## config.mk

```make
export PLATFORM = sky130hd
export DESIGN_NAME = cas_unit
export DESIGN_NICKNAME = d
export VERILOG_FILES = /design/src/rtl/cas_pkg.sv /design/src/rtl/cas_lane_sel.sv /design/src/rtl/cas_lane_merge.sv /design/src/rtl/cas_cmp_flags.sv /design/src/rtl/cas_seq.sv /design/src/rtl/cas_unit.sv
export SDC_FILE = /design/constraint.sdc
export NUM_CORES = 1
export LEC_CHECK = 0
export BUFFER_PORTS_ARGS = -buffer_cell sky130_fd_sc_hd__buf_2
export CAP_MARGIN = 20
export CORE_MARGIN = 2
export CORE_UTILIZATION = 59
export CTS_CLUSTER_DIAMETER = 40
export DETAILED_ROUTE_END_ITERATION = 10
export PLACE_DENSITY = 0.87
export SYNTH_ARGS = -nofsm -noshare
export SYNTH_HDL_FRONTEND = slang
export SYNTH_SLANG_ARGS = --single-unit
export TNS_END_PERCENT = 100
```

## constraint.sdc

```tcl
create_clock -name clk -period 5 [get_ports clk]
set_input_delay 0.5 -clock clk [delete_from_list [all_inputs] [get_ports clk]]
set_output_delay 0.5 -clock clk [all_outputs]
set_load 0.1 [all_outputs]
```

## src/rtl/cas_pkg.sv

```systemverilog
package cas_pkg;

    typedef enum logic [2:0] {
        ST_IDLE    = 3'd0,
        ST_LOCK_RD = 3'd1,
        ST_EVAL    = 3'd2,
        ST_LOCK_WR = 3'd3,
        ST_FINISH  = 3'd4
    } cas_state_e;

    typedef enum logic [1:0] {
        SZ_BYTE = 2'b00,
        SZ_HALF = 2'b01,
        SZ_WORD = 2'b10,
        SZ_WALT = 2'b11
    } cas_size_e;

    typedef struct packed {
        logic zf;
        logic cf;
        logic pf;
        logic af;
        logic sf;
        logic of;
    } cas_flags_t;

endpackage

```

## src/rtl/cas_lane_sel.sv

```systemverilog
// Derives per-byte-lane enables and a bit mask from the operand size code.
module cas_lane_sel
    import cas_pkg::*;
#(
    parameter int DATA_W = 32,
    localparam int LANES = DATA_W / 8
) (
    input  logic [1:0]        size,
    output logic [LANES-1:0]  lane_en,
    output logic [DATA_W-1:0] mask
);
    for (genvar g = 0; g < LANES; g++) begin : g_lane
        always_comb begin
            unique case (cas_size_e'(size))
                SZ_BYTE: lane_en[g] = (g < 1);
                SZ_HALF: lane_en[g] = (g < 2);
                default: lane_en[g] = 1'b1;
            endcase
        end
        assign mask[8*g +: 8] = {8{lane_en[g]}};
    end
endmodule

```

## src/rtl/cas_lane_merge.sv

```systemverilog
// Builds a word from two sources lane by lane: enabled lanes from ins, others from base.
module cas_lane_merge #(
    parameter int DATA_W = 32,
    localparam int LANES = DATA_W / 8
) (
    input  logic [LANES-1:0]  lane_en,
    input  logic [DATA_W-1:0] base,
    input  logic [DATA_W-1:0] ins,
    output logic [DATA_W-1:0] merged
);
    for (genvar g = 0; g < LANES; g++) begin : g_mrg
        assign merged[8*g +: 8] = lane_en[g] ? ins[8*g +: 8] : base[8*g +: 8];
    end
endmodule

```

## src/rtl/cas_cmp_flags.sv

```systemverilog
// Width-aware subtraction of memory from accumulator and the resulting flags.
module cas_cmp_flags
    import cas_pkg::*;
#(
    parameter int DATA_W = 32,
    localparam int IDX_W = $clog2(DATA_W)
) (
    input  logic [1:0]        size,
    input  logic [DATA_W-1:0] mask,
    input  logic [DATA_W-1:0] acc,
    input  logic [DATA_W-1:0] mem,
    output cas_flags_t        flags
);
    logic [DATA_W-1:0] a_m;
    logic [DATA_W-1:0] b_m;
    logic [DATA_W:0]   wide_diff;
    logic [DATA_W-1:0] diff;
    logic [4:0]        nib_diff;
    logic [IDX_W-1:0]  top;
    logic              a_top;
    logic              b_top;
    logic              d_top;

    always_comb begin
        a_m       = acc & mask;
        b_m       = mem & mask;
        wide_diff = {1'b0, a_m} - {1'b0, b_m};
        diff      = wide_diff[DATA_W-1:0];
        nib_diff  = {1'b0, a_m[3:0]} - {1'b0, b_m[3:0]};
        unique case (cas_size_e'(size))
            SZ_BYTE: top = IDX_W'(7);
            SZ_HALF: top = IDX_W'(15);
            default: top = IDX_W'(DATA_W - 1);
        endcase
        a_top = a_m[top];
        b_top = b_m[top];
        d_top = diff[top];

        flags.zf = (a_m == b_m);
        flags.cf = wide_diff[DATA_W];
        flags.pf = ~^diff[7:0];
        flags.af = nib_diff[4];
        flags.sf = d_top;
        flags.of = (a_top != b_top) && (d_top != a_top);
    end
endmodule

```

## src/rtl/cas_seq.sv

```systemverilog
// Controller: IDLE -> LOCK_RD -> EVAL -> LOCK_WR -> FINISH -> IDLE.
module cas_seq
    import cas_pkg::*;
(
    input  logic clk,
    input  logic rst_n,
    input  logic req_valid,
    input  logic bus_ack,
    output logic req_ready,
    output logic bus_rd,
    output logic bus_wr,
    output logic bus_lock,
    output logic done,
    output logic take_req,
    output logic take_rd,
    output logic take_eval
);
    cas_state_e state_q;
    cas_state_e state_d;

    always_ff @(posedge clk) begin
        if (!rst_n) state_q <= ST_IDLE;
        else        state_q <= state_d;
    end

    always_comb begin
        state_d = state_q;
        unique case (state_q)
            ST_IDLE:    if (req_valid) state_d = ST_LOCK_RD;
            ST_LOCK_RD: if (bus_ack)   state_d = ST_EVAL;
            ST_EVAL:                   state_d = ST_LOCK_WR;
            ST_LOCK_WR: if (bus_ack)   state_d = ST_FINISH;
            ST_FINISH:                 state_d = ST_IDLE;
            default:                   state_d = ST_IDLE;
        endcase
    end

    always_comb begin
        req_ready = 1'b0;
        bus_rd    = 1'b0;
        bus_wr    = 1'b0;
        bus_lock  = 1'b0;
        done      = 1'b0;
        take_req  = 1'b0;
        take_rd   = 1'b0;
        take_eval = 1'b0;
        unique case (state_q)
            ST_IDLE: begin
                req_ready = 1'b1;
                take_req  = req_valid;
            end
            ST_LOCK_RD: begin
                bus_rd   = 1'b1;
                bus_lock = 1'b1;
                take_rd  = bus_ack;
            end
            ST_EVAL: begin
                bus_lock  = 1'b1;
                take_eval = 1'b1;
            end
            ST_LOCK_WR: begin
                bus_wr   = 1'b1;
                bus_lock = 1'b1;
            end
            ST_FINISH: begin
                done = 1'b1;
            end
            default: ;
        endcase
    end


    accept_starts_read_chk: assert property (@(posedge clk) disable iff (!rst_n)
        (req_valid && req_ready) |=> (bus_rd && bus_lock && !req_ready));


    read_then_locked_chk: assert property (@(posedge clk) disable iff (!rst_n)
        (bus_rd && bus_ack) |=> (bus_lock && !bus_rd));


    unlock_after_write_chk: assert property (@(posedge clk) disable iff (!rst_n)
        $fell(bus_lock) |-> $past(bus_wr && bus_ack));


    done_single_chk: assert property (@(posedge clk) disable iff (!rst_n)
        done |=> !done);
endmodule

```

## src/rtl/cas_unit.sv

```systemverilog
module cas_unit
    import cas_pkg::*;
#(
    parameter int DATA_W = 32,
    parameter int ADDR_W = 8,
    localparam int LANES = DATA_W / 8
) (
    input  logic              clk,
    input  logic              rst_n,
    input  logic              req_valid,
    output logic              req_ready,
    input  logic [1:0]        req_size,
    input  logic [ADDR_W-1:0] req_addr,
    input  logic [DATA_W-1:0] req_acc,
    input  logic [DATA_W-1:0] req_src,
    output logic              bus_rd,
    output logic              bus_wr,
    output logic              bus_lock,
    output logic [ADDR_W-1:0] bus_addr,
    output logic [DATA_W-1:0] bus_wdata,
    input  logic [DATA_W-1:0] bus_rdata,
    input  logic              bus_ack,
    output logic              done,
    output logic              res_zf,
    output logic              res_cf,
    output logic              res_pf,
    output logic              res_af,
    output logic              res_sf,
    output logic              res_of,
    output logic [DATA_W-1:0] res_acc
);
    logic take_req;
    logic take_rd;
    logic take_eval;

    logic [1:0]        size_q;
    logic [ADDR_W-1:0] addr_q;
    logic [DATA_W-1:0] acc_q;
    logic [DATA_W-1:0] src_q;
    logic [DATA_W-1:0] old_q;
    logic [DATA_W-1:0] wdata_q;
    logic [DATA_W-1:0] racc_q;
    cas_flags_t        flags_q;

    logic [LANES-1:0]  lane_en;
    logic [DATA_W-1:0] mask;
    cas_flags_t        flags_d;
    logic [DATA_W-1:0] swap_word;
    logic [DATA_W-1:0] miss_acc;

    cas_seq u_seq (
        .clk       (clk),
        .rst_n     (rst_n),
        .req_valid (req_valid),
        .bus_ack   (bus_ack),
        .req_ready (req_ready),
        .bus_rd    (bus_rd),
        .bus_wr    (bus_wr),
        .bus_lock  (bus_lock),
        .done      (done),
        .take_req  (take_req),
        .take_rd   (take_rd),
        .take_eval (take_eval)
    );

    cas_lane_sel #(.DATA_W(DATA_W)) u_lanes (
        .size    (size_q),
        .lane_en (lane_en),
        .mask    (mask)
    );

    cas_cmp_flags #(.DATA_W(DATA_W)) u_cmp (
        .size  (size_q),
        .mask  (mask),
        .acc   (acc_q),
        .mem   (old_q),
        .flags (flags_d)
    );

    cas_lane_merge #(.DATA_W(DATA_W)) u_swap (
        .lane_en (lane_en),
        .base    (old_q),
        .ins     (src_q),
        .merged  (swap_word)
    );

    cas_lane_merge #(.DATA_W(DATA_W)) u_accm (
        .lane_en (lane_en),
        .base    (acc_q),
        .ins     (old_q),
        .merged  (miss_acc)
    );

    always_ff @(posedge clk) begin
        if (!rst_n) begin
            size_q  <= '0;
            addr_q  <= '0;
            acc_q   <= '0;
            src_q   <= '0;
            old_q   <= '0;
            wdata_q <= '0;
            racc_q  <= '0;
            flags_q <= '0;
        end else begin
            if (take_req) begin
                size_q <= req_size;
                addr_q <= req_addr;
                acc_q  <= req_acc;
                src_q  <= req_src;
            end
            if (take_rd) begin
                old_q <= bus_rdata;
            end
            if (take_eval) begin
                flags_q <= flags_d;
                wdata_q <= flags_d.zf ? swap_word : old_q;
                racc_q  <= flags_d.zf ? acc_q : miss_acc;
            end
        end
    end

    assign bus_addr  = addr_q;
    assign bus_wdata = wdata_q;
    assign res_acc   = racc_q;
    assign res_zf    = flags_q.zf;
    assign res_cf    = flags_q.cf;
    assign res_pf    = flags_q.pf;
    assign res_af    = flags_q.af;
    assign res_sf    = flags_q.sf;
    assign res_of    = flags_q.of;


    match_flags_clear_chk: assert property (@(posedge clk) disable iff (!rst_n)
        (done && res_zf) |-> (!res_cf && !res_sf && !res_of && !res_af && res_pf));


    write_data_steady_chk: assert property (@(posedge clk) disable iff (!rst_n)
        (bus_wr && $past(bus_wr)) |-> ($stable(bus_wdata) && $stable(bus_addr)));


    done_after_write_chk: assert property (@(posedge clk) disable iff (!rst_n)
        done |-> $past(bus_wr && bus_ack));
endmodule

```

## Word level (Yosys, flattened, before mapping)

Index checks and enable logic that the tools add are counted.

- Bits of input ports: 110
- Bits in registers: 179
- Word-level logic and storage cells: 66
- Output and inout bits: 83

- Bitwise logic cells: 2
- Eq/ne operators: 11
- Magnitude comparators: 1
- Multiplexer cells: 29
- Add/sub/neg operators: 2
- Reduce and logical (&&, ||, !) cells: 7

Operator list:

| operator | count |
|---|---|
| $and A32 B32 Y32 | 2 |
| $mux W32 | 2 |
| $mux W8 | 6 |
| $sub A32 B32 Y33 | 1 |
| $eq A32 B32 Y1 | 1 |
| $bmux W1 S5 | 3 |
| $mux W1 | 13 |
| $pmux W3 S4 | 1 |
| $pmux W5 S2 | 1 |
| $mux W3 | 3 |
| $reduce_xnor A8 Y1 | 1 |
| $eq A3 B2 Y1 const B | 2 |
| $lt A5 B6 Y1 const B | 1 |
| $ne A2 B2 Y1 const B | 3 |
| $sub A4 B4 Y5 | 1 |
| $eq A3 B1 Y1 const B | 1 |
| $eq A3 B3 Y1 const B | 1 |
| $logic_not A3 Y1 | 1 |
| $reduce_and A3 Y1 | 1 |
| $reduce_or A3 Y1 | 1 |
| $eq A2 B1 Y1 const B | 1 |
| $logic_not A2 Y1 | 1 |
| $ne A1 B1 Y1 | 2 |
| $reduce_or A2 Y1 | 1 |
| $logic_and A1 B1 Y1 | 1 |

## Longest topological paths before layout

Gate-level depths: netlist of the first run.

- Depth after elaboration: 9
- Mapped depth: 15
- Depth with buffers taken out: 10

## Modules after synthesis

Synthesis of the first run repeated with hierarchy kept, for this count alone.

- Cells, all modules: 981
- Area, all modules: 9982.1 µm²

By module, submodules not included:

| module | cells an instance | seq. area each (µm²) | area an instance (µm²) | times used |
|---|---|---|---|---|
| cas_unit | 645 | 3523.4 | 7018.0 | 1 |
| cas_cmp_flags | 204 | 0.0 | 1442.6 | 1 |
| cas_lane_merge | 36 | 0.0 | 525.5 | 2 |
| cas_lane_sel | 37 | 0.0 | 269.0 | 1 |
| cas_seq | 23 | 60.1 | 201.4 | 1 |

## Worst setup path after synthesis of the first run

OpenSTA, ideal clock, no wires.

- Path type: register to register
- Start point: register u_seq.state_q[1]
- End point: register old_q[10]
- Arrival: 3697 ps
- Library setup time: 76 ps
- Path buffers: 3
- Clock period less this slack: 3773 ps
- Path slack: 1227 ps
- Cell stages (with the launch flop): 8
- Path through: dfxtp_1 -> clkbuf_1 -> nor3b_1 -> and2_1 -> clkbuf_1 -> clkbuf_1 -> nand2_1 -> a21boi_0

- Cells in the longest elaborated chain, start to end: 2

RTL lines:

| element | RTL line | text |
|---|---|---|
| start, declared | cas_seq.sv:18 | `cas_state_e state_q;` |
| start signal, assigned | cas_seq.sv:23 | `else state_q <= state_d;` |
| $eq A3 B1 Y1 | cas_seq.sv:47 | `unique case (state_q)` |
| $mux W1 | cas_seq.sv:47 |  |
| end signal, assigned | cas_unit.sv:112 | `old_q <= bus_rdata;` |
| end, declared | cas_unit.sv:40 | `logic [DATA_W-1:0] old_q;` |

Every way passes these cells.
A chain may end at the register's enable or synchronous reset.

## Worst setup path in the final report of the first run

- Start point: register size_q[1]
- End point: register wdata_q[17] (netlist: bus_wdata[17])

- Cells in the longest elaborated chain, start to end: 6
- Elaborated cells on any way between the ends: 10

RTL lines:

| element | RTL line | text |
|---|---|---|
| start, declared | cas_unit.sv:36 | `logic [1:0] size_q;` |
| start signal, assigned | cas_unit.sv:106 | `size_q <= req_size;` |
| $eq A2 B1 Y1 or $logic_not A2 Y1 (tied branches) | cas_lane_sel.sv:14 | `unique case (cas_size_e'(size))` |
| $reduce_or A2 Y1 (no source line) | -- |  |
| $mux W1 | cas_lane_sel.sv:14 |  |
| $and A32 B32 Y32 (on tied branches) | cas_cmp_flags.sv:25, cas_cmp_flags.sv:26 |  |
| $eq A32 B32 Y1 | cas_cmp_flags.sv:39 | `flags.zf = (a_m == b_m);` |
| $mux W32 (*) | cas_unit.sv:116 | `wdata_q <= flags_d.zf ? swap_word : old_q;` |
| end signal, assigned | cas_unit.sv:116 |  |
| end, declared | cas_unit.sv:41 | `logic [DATA_W-1:0] wdata_q;` |

Mark *: on every way between the ends. The rest lies on a longest branch, timed or not.

==> results of run 1 <==
layout by cell type (no fill, tap or decap), drive strengths merged, types with 3 or more instances in the layout:
cell      count
clkinv        4
ha           32
and3          6
o211a        49
nor2         17
a21oi        42
o21ai        30
clkinvlp      4
a21o          5
o211ai        5
mux2i        33
a21boi      111
dfxtp       179
nand2       316
clkbuf       20
buf         202
a211oi        4
nand4         6
and2         31
nand3        26
xnor2         8
inv          16
or3           3
or2           3
nand3b        4
registers in the layout (all words and copies together), names as in the netlist:
name           count
res_sf             1
res_cf             1
size_q             2
bus_wdata         32
res_pf             1
res_af             1
u_seq.state_q      3
bus_addr           8
src_q             32
old_q             32
res_of             1
acc_q             32
res_acc           32
res_zf             1
layer usage:
layer	vias to the layer above	share of wire (%)	global-route usage, %	wire (um)
met5	-	0	0	0
met4	0	2.9	11.6	634
met3	45	5.6	5.58	1220
met2	279	50	48.9	10800
met1	3680	42	33.3	9130
li1	3838	-	-	-
power by group through the flow:
stage | clock (mW) | sequential (mW) | combinational, mW
6_report | 1.23 | 1.60 | 1.05
5_1_grt | 1.31 | 1.61 | 1.12
4_1_cts | 1.25 | 1.60 | 1.04
3_5_place_dp | 0 | 1.63 | 1.04
3_3_place_gp | 0 | 1.63 | 1.02
2_1_floorplan | 0 | 1.96 | 0.496
layout make-up:
class	instances	area share, %
flip-flops and latches	179	35.4
repair buffers	202	10.5
inverters	13	0.482
multi-input cells	768	46.1
clock buffers	20	4.51
well taps	184	2.27
clock inverters	11	0.791
cell families after synthesis:
logic type / after synthesis
AOI/OAI and AO/OA: 261
xor gates and xnor gates: 11
adders and majority gates: 33
buffers and inverters: 88
DFF: 179
muxes: 33
and+or+nand+nor: 430
stage by stage:
stage                     setup WS [ns]  util (%)  hold WS [ns]  cells  cell area, um^2
final                              1.20      70.5         0.304   1377            10100
after global routing              0.849      70.5         0.315   1377            10100
after CTS                          1.21      70.3         0.301   1376            10100
after detailed placement           1.24      66.5         0.457   1345             9560
after global placement             1.33      66.5         0.446   1345             9560
after floorplan                    1.23         -         0.443   1035             8590
path summary, 6_finish.rpt:
check | start | endpoint | slack [ns] | cells after the start
setup / recovery | size_q[1]$_SDFFE_PN0P_ | bus_wdata[17]$_SDFFE_PN0P_ | 1.20 | 11
hold / removal | req_addr[3] | bus_addr[3]$_SDFFE_PN0P_ | 0.30 | 3
setup reg to reg | size_q[1]$_SDFFE_PN0P_ | bus_wdata[17]$_SDFFE_PN0P_ | 1.20 | 11
hold reg to reg | bus_addr[4]$_SDFFE_PN0P_ | bus_addr[4]$_SDFFE_PN0P_ | 0.46 | 2
critical path, cell delays in order (launching register included):
cell	delay, ns
dfxtp_1	0.94
buf_4	0.28
nand2_1	0.06
ha_1	0.32
nand4_1	0.12
nor4_2	0.38
and4_1	0.25
buf_4	0.31
and2_1	0.63
nand2_1	0.17
nand3_1	0.12
o211a_1	0.14
==> flow_summary.json, run 1 <==
{
  "synth_top_family_by_area": "compound AO/OA/AOI/OAI gates",
  "ir_drop_mv": 0.317,
  "h-tree-depth": 4,
  "hpwl_um": 14800,
  "crit_type": "reg2reg",
  "yosys.area.top_type": "dfxtp_1",
  "async_flop_share_pct": 0,
  "seqPwrFrac_pct": 41.3,
  "final-setup-viol-count": 0,
  "die_area_mm2": 0.0155,
  "drc_errors": 0,
  "clockBufferDepth": 2,
  "clock.fmax_mhz": 263,
  "relSlewSlack_pct": 30.6,
  "pwr-share-clk_pct": 31.7,
  "ys_ff_latch": 179,
  "numClockSinks": 179,
  "cts_root_buffer": "clkbuf_16",
  "grt_overflow": 0,
  "row_count": 44,
  "synth_simple_gate_area_share_pct": 21.8,
  "synth_edf_count": 0,
  "synth.distinct_cells": 58,
  "power-per-cell-area_mw_per_mm2": 384,
  "worstMarginPinSlew_ns": 1.04,
  "initial_utilization_pct": 59.8,
  "synth_fa_ha_area_share_pct": 4.90,
  "portBuffers": 192,
  "antenna_found_initial": 0,
  "post_cts.repair.setup_buffers": 0,
  "grt_max_degree": 127,
  "synth_compound_area_share_pct": 22.4,
  "status": "completed",
  "core_mm2": 0.0144,
  "syn_nets": 1178,
  "ys_warn_count": 0,
  "gp_congestion": 0.889,
  "fin_crit_ns": 3.80,
  "ant_nets": 0,
  "cap_violations": 0,
  "leakage_nw": 4.74,
  "drt_iter0_drc": 614,
  "netlist_top_cells_count": "nand2_1 (316), dfxtp_1 (179), a21boi_0 (111), clkbuf_1 (67), o211a_1 (49)",
  "hold_viol_final": 0,
  "multi_input_area_mm2": 0.00467,
  "drive_above_1_share_pct": 20.7,
  "fin_nets": 1324,
  "synth_seq_area_share_pct": 41.7,
  "drt-wirelength-per-cell_um": 15.8,
  "cts.clk_slew.worst_paths_ns": 0.07,
  "die_height_um": 125,
  "synth_area_leaders": "dfxtp_1 (42%), nand2_1 (14%), a21boi_0 (9.7%)",
  "slew_viol_final": 0,
  "die_x_um": 125,
  "antennaDiodeCount": 0,
  "rsz0062_at_grt": "false",
  "io_pins": 193,
  "cp-start-kind": "flip-flop",
  "p_sw_share_pct": 35.9,
  "numCtsBuffers": 17,
  "hold_class": "in2reg",
  "synth_top_area_share_pct": 41.7,
  "cell_internal_pwr_mw": 2.49,
  "cts-resized-gates": 0,
  "syn_avg_cell_area_um2": 8.30,
  "wl_um": 21800,
  "switching_power_mw": 1.40,
  "p_comb_share_pct": 27.0,
  "synth-xor-area-share_pct": 1.28,
  "fin_crit_sh_pct": 76.1,
  "detail_route.first_pass.iterations": 5,
  "grt_util_all_layers_pct": 27.9,
  "yosys-mux-area-fraction_pct": 3.85,
  "area_growth_pct": 17.9,
  "finClkSkew_ns": 0.00788,
  "synth_most_common_cell": "nand2_1",
  "postSynthCellCount": 1035,
  "n_fill_cell": 1165,
  "clkLatencyLatePin_ns": 0.43,
  "arrival_ns": 4.18,
  "hold_buffers": 0,
  "grt_pass1_wl_um": 35700,
  "cp-end-kind": "flip-flop",
  "vias_per_cell": 5.69,
  "regArea_mm2": 0.00358,
  "first_global_vias": 7516,
  "cts_tree": "built",
  "finalSetupTns_ns": 0,
  "finalPower_mw": 3.88,
  "cp.required_ns": 5.38,
  "synthesis.area_mm2": 0.00859,
  "via_count": 7842,
  "critPathMaxFanout": 32,
  "ys.flop_type": "dfxtp_1"
}
(Power assumes the default switching activity.)
==> run 2, diff against run 1 <==
--- a/config.mk
+++ b/config.mk
@@ -5,13 +5,14 @@
 export SDC_FILE = /design/constraint.sdc
 export NUM_CORES = 1
 export LEC_CHECK = 0
+export ABC_AREA = 1
 export BUFFER_PORTS_ARGS = -buffer_cell sky130_fd_sc_hd__buf_2
 export CAP_MARGIN = 20
 export CORE_MARGIN = 2
-export CORE_UTILIZATION = 59
+export CORE_UTILIZATION = 54
 export CTS_CLUSTER_DIAMETER = 40
 export DETAILED_ROUTE_END_ITERATION = 10
-export PLACE_DENSITY = 0.87
+export PLACE_DENSITY = 0.81
 export SYNTH_ARGS = -nofsm -noshare
 export SYNTH_HDL_FRONTEND = slang
 export SYNTH_SLANG_ARGS = --single-unit
==> constraint.sdc (replaced) <==
create_clock -name clk -period 3.5 [get_ports clk]
set_input_delay 0.35 -clock clk [delete_from_list [all_inputs] [get_ports clk]]
set_output_delay 0.35 -clock clk [all_outputs]
set_load 0.1 [all_outputs]
==> run 2 against run 1 <==
Net effect:
- core utilization is 5.6 points lower
- critical path type unchanged
- hold slack worse by 0.12 ns
- sequential share of layout area decreased by 0.21 points
==> flow_summary.json, run 2 <==
{
  "die_height_um": 130,
  "critPathMaxFanout": 53,
  "status": "completed",
  "r2r-start": "size_q[1]$_SDFFE_PN0P_",
  "drc_errors": 0,
  "r2r_cells": 12,
  "synth_most_common_cell": "nand2_1",
  "finalPower_mw": 6.88,
  "synth_area_leaders": "dfxtp_1 (42%), nand2_1 (12%), a21oi_1 (11%)",
  "io_pins": 193,
  "power-per-cell-area_mw_per_mm2": 676,
  "antenna_found_initial": 0,
  "initial_utilization_pct": 54.5,
  "yosys.area.top_type": "dfxtp_1",
  "placed_area_mm2": 0.00958,
  "cp.required_ns": 3.87,
  "regArea_mm2": 0.00358,
  "ys.flop_type": "dfxtp_1",
  "postSynthCellCount": 1204,
  "clkLatencyLatePin_ns": 0.43,
  "syn_nets": 1347,
  "hold_viol_final": 0,
  "grt_max_degree": 97,
  "portBuffers": 192,
  "async_flop_share_pct": 0,
  "gp_congestion": 0.910,
  "antennaDiodeCount": 0,
  "worstMarginPinSlew_ns": 1.01,
  "hold_class": "in2reg",
  "numClockSinks": 179,
  "cap_violations": 0,
  "vias_per_cell": 5.47,
  "slew_viol_final": 0,
  "hold_depth": 3,
  "grt_util_all_layers_pct": 28.6,
  "hold_buffers": 0,
  "r2r_end": "res_acc[15]$_SDFFE_PN0P_",
  "finClkSkew_ns": 0.00884,
  "wl_um": 24200,
  "row_count": 46,
  "crit_path_start": "size_q[1]$_SDFFE_PN0P_",
  "syn_avg_cell_area_um2": 7.11,
  "finalSetupTns_ns": 0,
  "core_mm2": 0.0157,
  "rrSetupSlack_ns": 0.35,
  "cts_tree": "built",
  "numCtsBuffers": 17,
  "clock.fmax_mhz": 318,
  "drive_above_1_share_pct": 19.3,
  "cp-end-kind": "flip-flop",
  "drt_iter0_drc": 678,
  "clockBufferDepth": 2,
  "n_fill_cell": 1398,
  "post_cts.repair.setup_buffers": 0,
  "ys_warn_count": 0,
  "relSlewSlack_pct": 32.8,
  "final-setup-viol-count": 0,
  "fin_crit_sh_pct": 89.9,
  "endpoint": "res_acc[15]$_SDFFE_PN0P_",
  "crit_type": "reg2reg",
  "cts-resized-gates": 0,
  "cts.clk_slew.worst_paths_ns": 0.07,
  "ys_ff_latch": 179,
  "hpwl_um": 16600,
  "die_area_mm2": 0.0169,
  "netlist_top_cells_count": "nand2_1 (264), a21oi_1 (184), dfxtp_1 (179), inv_1 (105), nand3_1 (99)",
  "multi_input_area_mm2": 0.00423,
  "grt_overflow": 0,
  "die_x_um": 130,
  "final_cell_mix": "nand2_1 (260), buf_2 (192), a21oi_1 (184), dfxtp_1 (179), inv_1 (105)",
  "drt-wirelength-per-cell_um": 15.4,
  "synth.distinct_cells": 37,
  "ant_nets": 0,
  "fin_crit_ns": 3.15,
  "cp-start-kind": "flip-flop",
  "synth_top_area_share_pct": 41.9,
  "via_count": 8632,
  "final_cell_area_mm2": 0.0102,
  "utilization_pct": 64.8,
  "layout_commonest_cell": "nand2_1",
  "cts_root_buffer": "clkbuf_16",
  "detail_route.first_pass.iterations": 5,
  "area_growth_pct": 19.0,
  "h-tree-depth": 4,
  "grt_pass1_wl_um": 38500,
  "arrival_ns": 3.51,
  "synth_edf_count": 0,
  "fin_nets": 1491,
  "leakage_nw": 4.61,
  "ir_drop_mv": 0.431,
  "synth_seq_area_share_pct": 41.9,
  "first_global_vias": 7800,
  "synthesis.area_mm2": 0.00856,
  "rsz0062_at_grt": "false"
}
==> run 2: cell count changes in the layout (fill, tap and decap cells not counted), moves of 35 or more <==
cell and delta:
a21boi_0 -111, nand2_1 -55, a31oi_1 +37, nor2_1 +35, a21oi_1 +144, o211a_1 -49, o21ai_0 +67, inv_1 +92
nand3_1 +73
==> run 2: per-stage QoR <==
stage                     setup WS [ns]  std cells  hold WS (ns)
after floorplan                   0.649       1204         0.430
after global placement            0.509       1545         0.445
after detailed placement          0.395       1545         0.448
after CTS                         0.344       1577         0.176
after global routing             0.0589       1577         0.185
final                             0.352       1577         0.187
==> run 2: how the worst min path moves through the flow <==
stage,from,endpoint,slack (ns)
after CTS,req_src[6],src_q[6]$_SDFFE_PN0P_,0.18
final,req_addr[4],bus_addr[4]$_SDFFE_PN0P_,0.19
after global placement,src_q[8]$_SDFFE_PN0P_,src_q[8]$_SDFFE_PN0P_,0.44
after global routing,req_acc[30],acc_q[30]$_SDFFE_PN0P_,0.19
after floorplan,src_q[10]$_SDFFE_PN0P_,src_q[10]$_SDFFE_PN0P_,0.43
after detailed placement,src_q[8]$_SDFFE_PN0P_,src_q[8]$_SDFFE_PN0P_,0.45
==> run 2: cell type report <==
| type | instances | area share, % |
|---|---|---|
| multi-input combinational | 833 | 41.6 |
| sequential | 179 | 35.2 |
| timing repair buffer | 208 | 10.6 |
| clock buffer | 19 | 4.45 |
| inverter | 109 | 4.02 |
| tap | 216 | 2.65 |
| clock inverter | 13 | 1.54 |
==> run 2: cell families (layout without fill, tap and decap cells) <==
family                   Yosys count  after routing  synth area share [%]
flip-flops                       179            179                  41.9
adder cells (fa/ha/maj)           33             33                  4.91
buffers and inverters            192            349                  8.96
XOR/XNOR                           8              8                 0.819
AO/OA/AOI/OAI                    345            345                  21.5
AND/OR/NAND/NOR                  447            447                  22.0
==> run 2: critical path, cell delays in order (launching register included) <==
cell and delay [ns]:
dfxtp_1 0.33, buf_4 0.41, nand2_1 0.12, ha_1 0.35, nand2_1 0.09, nor2_1 0.18, nand3_1 0.12, nor3_1 0.31
nand2_2 0.29, buf_4 0.34, nand2_1 0.28, nand2_1 0.09, a21oi_1 0.14
==> run 2: metal layers <==
| metal | share of wire, % | vias to the layer above | wire length, um | track usage (%) |
|---|---|---|---|---|
| li1 | - | 4314 | - | - |
| met1 | 45 | 3962 | 10900 | 41.0 |
| met2 | 45 | 322 | 10800 | 42.9 |
| met3 | 8.5 | 34 | 2060 | 7.05 |
| met4 | 1.9 | 0 | 457 | 8.54 |
| met5 | 0 | - | 0 | 0 |
==> run 2: power breakdown <==
| part | switching (mW) | internal, mW |
|---|---|---|
| clock network | 0.812 | 1.16 |
| logic | 1.88 | 0.615 |
| registers | 0.147 | 2.27 |
